--- src/rtl/ontime_pkg.sv ---
package ontime_pkg;
  localparam int CMD_W = 8;
  localparam logic [3:0] GRP_CLEAR = 4'h3;
  localparam logic [3:0] GRP_READ = 4'h7;
  localparam logic [CMD_W-1:0] CODE_STATUS = 8'h79;

  typedef enum logic [1:0] {
    REQ_NONE   = 2'd0,
    REQ_STATUS = 2'd1,
    REQ_READ   = 2'd2
  } req_kind_e;
endpackage

--- src/rtl/ontime_cmd_decode.sv ---
module ontime_cmd_decode
  import ontime_pkg::*;
#(
  parameter int NUM_CH = 4,
  parameter int CH_W = $clog2(NUM_CH)
) (
  input  logic [CMD_W-1:0]  cmd_i,
  input  logic              vld_i,
  output logic [NUM_CH-1:0] clr_o,
  output req_kind_e         req_o,
  output logic [CH_W-1:0]   req_ch_o
);
  logic is_clear;
  logic is_read;

  assign is_clear = (cmd_i[7:4] == GRP_CLEAR);
  assign is_read  = (cmd_i[7:4] == GRP_READ) && (int'(cmd_i[3:0]) < NUM_CH);

  // clear mask: lower nibble bit i picks channel i
  always_comb begin
    clr_o = '0;
    for (int i = 0; i < NUM_CH; i++) begin
      clr_o[i] = vld_i && is_clear && cmd_i[i];
    end
  end

  always_comb begin
    if (cmd_i == CODE_STATUS) req_o = REQ_STATUS;
    else if (is_read)         req_o = REQ_READ;
    else                      req_o = REQ_NONE;
  end

  assign req_ch_o = cmd_i[CH_W-1:0];
endmodule

--- src/rtl/ontime_chan_cnt.sv ---
module ontime_chan_cnt #(
  parameter int CNT_W = 8
) (
  input  logic             clk,
  input  logic             rst,
  input  logic             tick_i,
  input  logic             act_i,
  input  logic             above_i,
  input  logic             clr_i,
  output logic [CNT_W-1:0] cnt_o
);
  localparam logic [CNT_W-1:0] CNT_MAX = '1;

  logic [CNT_W-1:0] cnt_q;
  logic             step;

  assign step = tick_i && act_i && above_i && (cnt_q != CNT_MAX);

  always_ff @(posedge clk) begin
    if (rst)        cnt_q <= '0;
    else if (clr_i) cnt_q <= '0;
    else if (step)  cnt_q <= cnt_q + 1'b1;
  end

  assign cnt_o = cnt_q;

  AST_NO_WRAP: assert property (@(posedge clk) disable iff (rst)
    (cnt_q == CNT_MAX && !clr_i) |=> (cnt_q == CNT_MAX));
  AST_STEP_ONE: assert property (@(posedge clk) disable iff (rst)
    !clr_i |=> (cnt_q == $past(cnt_q) || cnt_q == $past(cnt_q) + 1'b1));
  AST_CLR_WINS: assert property (@(posedge clk) disable iff (rst)
    clr_i |=> (cnt_q == '0));
  AST_IDLE_HOLD: assert property (@(posedge clk) disable iff (rst)
    (!clr_i && !(tick_i && act_i && above_i)) |=> $stable(cnt_q));
endmodule

--- src/rtl/ontime_reply.sv ---
module ontime_reply
  import ontime_pkg::*;
#(
  parameter int NUM_CH = 4,
  parameter int CNT_W = 8,
  parameter int CH_W = $clog2(NUM_CH)
) (
  input  logic                    clk,
  input  logic                    rst,
  input  logic                    frame_vld_i,
  input  req_kind_e               req_i,
  input  logic [CH_W-1:0]         req_ch_i,
  input  logic [NUM_CH-1:0]       cmp_hi_i,
  input  logic [NUM_CH*CNT_W-1:0] cnt_i,
  output logic [CNT_W-1:0]        reply_o
);
  req_kind_e        pend_q;
  logic [CH_W-1:0]  pend_ch_q;
  logic [CNT_W-1:0] reply_q;
  logic [CNT_W-1:0] reply_d;

  always_comb begin
    case (pend_q)
      REQ_STATUS: reply_d = CNT_W'(cmp_hi_i);
      REQ_READ:   reply_d = cnt_i[pend_ch_q*CNT_W +: CNT_W];
      default:    reply_d = '0;
    endcase
  end

  always_ff @(posedge clk) begin
    if (rst) begin
      pend_q    <= REQ_NONE;
      pend_ch_q <= '0;
      reply_q   <= '0;
    end else if (frame_vld_i) begin
      reply_q   <= reply_d;
      pend_q    <= req_i;
      pend_ch_q <= req_ch_i;
    end
  end

  assign reply_o = reply_q;

  AST_REPLY_HOLD: assert property (@(posedge clk) disable iff (rst)
    !frame_vld_i |=> $stable(reply_q));
  AST_EMPTY_REPLY: assert property (@(posedge clk) disable iff (rst)
    (frame_vld_i && pend_q == REQ_NONE) |=> (reply_q == '0));
endmodule

--- src/rtl/ontime_logger.sv ---
module ontime_logger
  import ontime_pkg::*;
#(
  parameter int NUM_CH = 4,
  parameter int CNT_W = 8
) (
  input  logic                    clk,
  input  logic                    rst,
  input  logic                    tick_i,
  input  logic [NUM_CH-1:0]       hs_act_i,
  input  logic [NUM_CH-1:0]       cmp_hi_i,
  input  logic                    frame_vld_i,
  input  logic [CMD_W-1:0]        frame_cmd_i,
  output logic [NUM_CH*CNT_W-1:0] cnt_o,
  output logic [CNT_W-1:0]        reply_o
);
  localparam int CH_W = $clog2(NUM_CH);

  logic [NUM_CH-1:0] clr;
  req_kind_e         req;
  logic [CH_W-1:0]   req_ch;

  ontime_cmd_decode #(.NUM_CH(NUM_CH), .CH_W(CH_W)) i_dec (
    .cmd_i    (frame_cmd_i),
    .vld_i    (frame_vld_i),
    .clr_o    (clr),
    .req_o    (req),
    .req_ch_o (req_ch)
  );

  for (genvar g = 0; g < NUM_CH; g++) begin : g_ch
    ontime_chan_cnt #(.CNT_W(CNT_W)) i_cnt (
      .clk     (clk),
      .rst     (rst),
      .tick_i  (tick_i),
      .act_i   (hs_act_i[g]),
      .above_i (cmp_hi_i[g]),
      .clr_i   (clr[g]),
      .cnt_o   (cnt_o[g*CNT_W +: CNT_W])
    );
  end

  ontime_reply #(.NUM_CH(NUM_CH), .CNT_W(CNT_W), .CH_W(CH_W)) i_reply (
    .clk         (clk),
    .rst         (rst),
    .frame_vld_i (frame_vld_i),
    .req_i       (req),
    .req_ch_i    (req_ch),
    .cmp_hi_i    (cmp_hi_i),
    .cnt_i       (cnt_o),
    .reply_o     (reply_o)
  );

  AST_CLR_MASK: assert property (@(posedge clk) disable iff (rst)
    (frame_vld_i && frame_cmd_i[7:4] == GRP_CLEAR && frame_cmd_i[0]) |=> (cnt_o[CNT_W-1:0] == '0));
endmodule

--- config.mk ---
export PLATFORM = sky130hd
export DESIGN_NAME = ontime_logger
export DESIGN_NICKNAME = d
export VERILOG_FILES = /design/src/rtl/ontime_pkg.sv /design/src/rtl/ontime_cmd_decode.sv /design/src/rtl/ontime_chan_cnt.sv /design/src/rtl/ontime_reply.sv /design/src/rtl/ontime_logger.sv
export SDC_FILE = /design/constraint.sdc
export NUM_CORES = 1
export LEC_CHECK = 0
export BUFFER_PORTS_ARGS = -buffer_cell sky130_fd_sc_hd__buf_2
export CAP_MARGIN = 0
export CORE_MARGIN = 2
export CORE_UTILIZATION = 55
export DETAILED_ROUTE_END_ITERATION = 10
export HOLD_SLACK_MARGIN = 0.02
export PLACE_DENSITY = 0.79
export SLEW_MARGIN = 20
export SYNTH_ARGS = -nofsm -noshare
export SYNTH_HDL_FRONTEND = slang
export SYNTH_SLANG_ARGS = --single-unit
--- constraint.sdc ---
create_clock -name clk -period 4.23 [get_ports clk]
set_clock_uncertainty 0.1 [all_clocks]
set_input_delay 0.6345 -clock clk [delete_from_list [all_inputs] [get_ports clk]]
set_output_delay 0.6345 -clock clk [all_outputs]
set_load 0.01 [all_outputs]
==> run summary <==
The tools report the portion of the post-synthesis area used by sequential elements as 32.40%. In this run the count of I/O pins placed on the die edge is 60. The logs give 4755 um2 for the area of the core and 6.887 mm for the total wire length after detailed routing. The logs give 0 for the global-route congestion overflow total and 5.020 mm for the placed wire-length estimate. Initial detailed-routing violation count: 138.

Counting flops and latches in the post-synthesis netlist gives 44. The number of buffers inserted during clock tree synthesis was 5; the critical path depth in cells was 1. The area of all placed cells without fillers is 3088 um2, and the diode insertion count for antenna repair is 0. The required time reported for the critical path endpoint was 3.50 ns; the actual slew at the worst max-slew pin was 0.5652 ns. Across all register-to-register paths, the minimum setup slack is 2.50 ns. The tools report the max-slew violation count as 0. After filler insertion, the fill cell instance count of the layout stands at 428.

The mean cell area of the mapped netlist came out at 9.311 um2. The starting density of the core was 57.18%. The number of placed cells counting well taps came out at 400. The highest ir drop seen on vdd was 0.0001562 V. The initial antenna violation count was 0. From synthesis to final layout, the design area changed by 13.58%. The largest single stage delay on the critical path is 0.54 ns. The congestion estimate from routability-driven global placement came to 0.8477. The die is 74.31 um wide. The first global-routing pass estimated 11.32 mm of wire. The power density over the cells is 246.5 nW/um2, and the count of final hold-check violations is 0. The die covers 5522 um2. The worst hold path belongs to the class reg -> reg.

Across the run, the number of max-cap violations was 0. Entering global routing, the biggest net connects 35 pins. The height of the die is 74.31 um, and the clock insertion delay at the later pin of the skew report is 0.30 ns. The worst setup path is captured at a primary output. The critical path goes through buf_2. The run finished with clean final reports. The synthesized cell area was 2719 um2. Count of unresolved DRC violations after routing: 0. Cells with a size suffix above 1 make up 25.51% of the layout. The warning count from the yosys run came out at 0. Hold is met by 0.3725 ns.

TritonCTS built the clock tree. Across all layers, the routed design uses 2566 vias. The hold-fix buffer count after cts came out at 0.

Input and output buffers added on the ports amount to 59. The critical path start-end classification was reg -> out. In this run the remaining antenna-violating nets after routing total 0. Synthesis produced a netlist with a net count of 318.

The static power due to leakage was 0.001194 uW. The sequential cells in the finished layout cover a total of 880.8 um2. Headroom to the max-slew limit came out at 62.32%.

Placement row count: 25. No sink is reached through more buffers than the 2 on the longest clock path. The logs give 1.04 ns for the arrival time reported for the critical path endpoint and 50 for the distinct cell type count of the synthesized netlist. Gate family responsible for the most delay along the worst path: flip-flops.

The clock slew at the register clock pins of the worst setup and hold paths was 0.08 ns. The commonest register cell after synthesis was dfxtp_1. Based on the critical path, the design can be clocked at up to 0.5645 GHz. The reg-to-reg critical path endpoint is g_ch[3].i_cnt.cnt_o[2]. In the final routed layout, each cell accounts on average for 16.88 um. The type of origin of the critical path is a register. The via count of the first global-routing pass is 2306, and the H-tree level count is 2.

The clock period minus final worst setup slack was 1.771 ns. Across every metal layer, demand over resource in global routing totals 26.86%. The first-pass iteration count of the detailed router was 4; the post-synthesis async set-or-reset flop share was 0%. The number of setup buffers added after CTS is 0. The share of the clock period used by the worst path is 41.88%.

The number of clock sinks was 44; the number of enable flip-flop cells after synthesis was 0. The end of the critical path is cnt_o[18]. The synthesized instance count is 292, and the setup violation total in the final timing report is 0.

The tools report the origin of the critical flop-to-flop path as g_ch[3].i_cnt.cnt_o[0]. Clock root buffer master: clkbuf_8. In the routed layout, each cell is associated on average with a via count of 6.289. In this run the worst setup path begins at g_ch[2].i_cnt.cnt_o[2].

Buffers plus inverters on the worst setup path: 1. Worst-path cell with the longest stage delay: dfxtp_1. Area after detailed placement: 2998 um2. The top fanout value on the critical path was 10; the multi-input logic area was 1730 um2.

At the end of the flow, the number of nets in the layout was 366. Setup total negative slack on the finished layout was measured at 0 ns. Measured in cells, the most critical reg-to-reg path has a length of 4.

The quantity of gates resized following cts is 0. Setup repair after global routing left no endpoint under its margin. The filler-free cell count of the finished design came out at 408.
[Yosys cell counts (7+ instances only)]
| cell | number | area, um2 |
|---|---|---|
| a21oi_1 | 14 | 70.07 |
| o21ai_0 | 18 | 90.09 |
| buf_2 | 9 | 45.04 |
| a311oi_1 | 7 | 61.31 |
| nor2b_1 | 25 | 156.4 |
| nand3_1 | 9 | 45.04 |
| a31oi_1 | 15 | 93.84 |
| a211oi_1 | 11 | 82.58 |
| dfxtp_1 | 44 | 880.8 |
| mux2i_1 | 11 | 110.1 |
| nor2_1 | 13 | 48.80 |
| and2_1 | 7 | 43.79 |
| and4_1 | 7 | 61.31 |
| mux4_2 | 8 | 180.2 |
| and3_1 | 12 | 75.07 |
| nand2_1 | 9 | 33.78 |
[layout make-up]
| class | count | area share, % |
|---|---|---|
| clock buffer | 8 | 2.917 |
| inverter | 2 | 0.2431 |
| multi-input combinational | 228 | 56.04 |
| sequential | 44 | 28.53 |
| tap | 67 | 2.715 |
| timing repair buffer | 59 | 9.562 |
[sequential cells by signal (all words and copies together) (netlist names)]
register and cells:
g_ch.i_cnt.cnt_o 32, i_reply.pend_ch_q 2, i_reply.pend_q 2, i_reply.reply_o 8
[where the power goes]
group / internal [uW] / leakage, uW / total, uW / switching [uW]
Sequential: 418 / 0.000355 / 427 / 9.11
Clock: 133 / 0.0000455 / 268 / 135
Combinational: 27.4 / 0.000793 / 66.2 / 38.8
[layer usage]
layer  vias to the layer above  track usage, %  wire (um)
li1                       1240               -          -
met2                        85           44.35       3389
met1                      1226           34.57       2872
met4                         0           10.12        183
met5                         -               0          0
met3                        15           5.962        442
[metrics by stage]
step / total power [uW] / utilization (%) / setup slack, ns
floorplan: 477.7 / - / 2.683
global placement: 500.4 / 63.05 / 2.220
detailed placement: 501.9 / 63.05 / 2.227
CTS: 765.1 / 64.95 / 2.458
global route: 789.7 / 64.95 / 2.340
finish: 761.2 / 64.95 / 2.459
[layout by cell type, fill, tap and decap left out, types with 4 or more instances in the layout]
master	instances
and4_1	7
mux2i_1	11
buf_2	59
nand4_1	6
a311oi_1	7
nand2_1	9
a211oi_1	11
o21ai_0	18
a31oi_1	15
ha_1	6
nor2_1	13
dfxtp_1	44
mux4_2	8
and2_1	7
clkbuf_8	6
a21oi_1	14
and3_1	12
a41oi_1	5
nand3b_1	4
nor3_1	5
nand3_1	9
nor2b_1	25
[cell families after synthesis]
family | share of synthesized area (%)
multiplexers | 10.68
flip-flops | 32.40
adder cells (fa/ha/maj) | 2.761
AO/OA/AOI/OAI | 22.41
AND/OR/NAND/NOR | 27.80
buffers and inverters | 3.958
[worst min-delay path by stage]
| stage | startpoint | endpoint | depth (start not counted) |
|---|---|---|---|
| after floorplan | i_reply.reply_o[4] | i_reply.reply_o[4] | 2 |
| after global placement | i_reply.reply_o[4] | i_reply.reply_o[4] | 2 |
| after detailed placement | i_reply.reply_o[4] | i_reply.reply_o[4] | 2 |
| after CTS | i_reply.reply_o[4] | i_reply.reply_o[4] | 2 |
| after global routing | i_reply.reply_o[4] | i_reply.reply_o[4] | 2 |
| final | i_reply.reply_o[4] | i_reply.reply_o[4] | 2 |
Power figures use the tool's default switching activity.
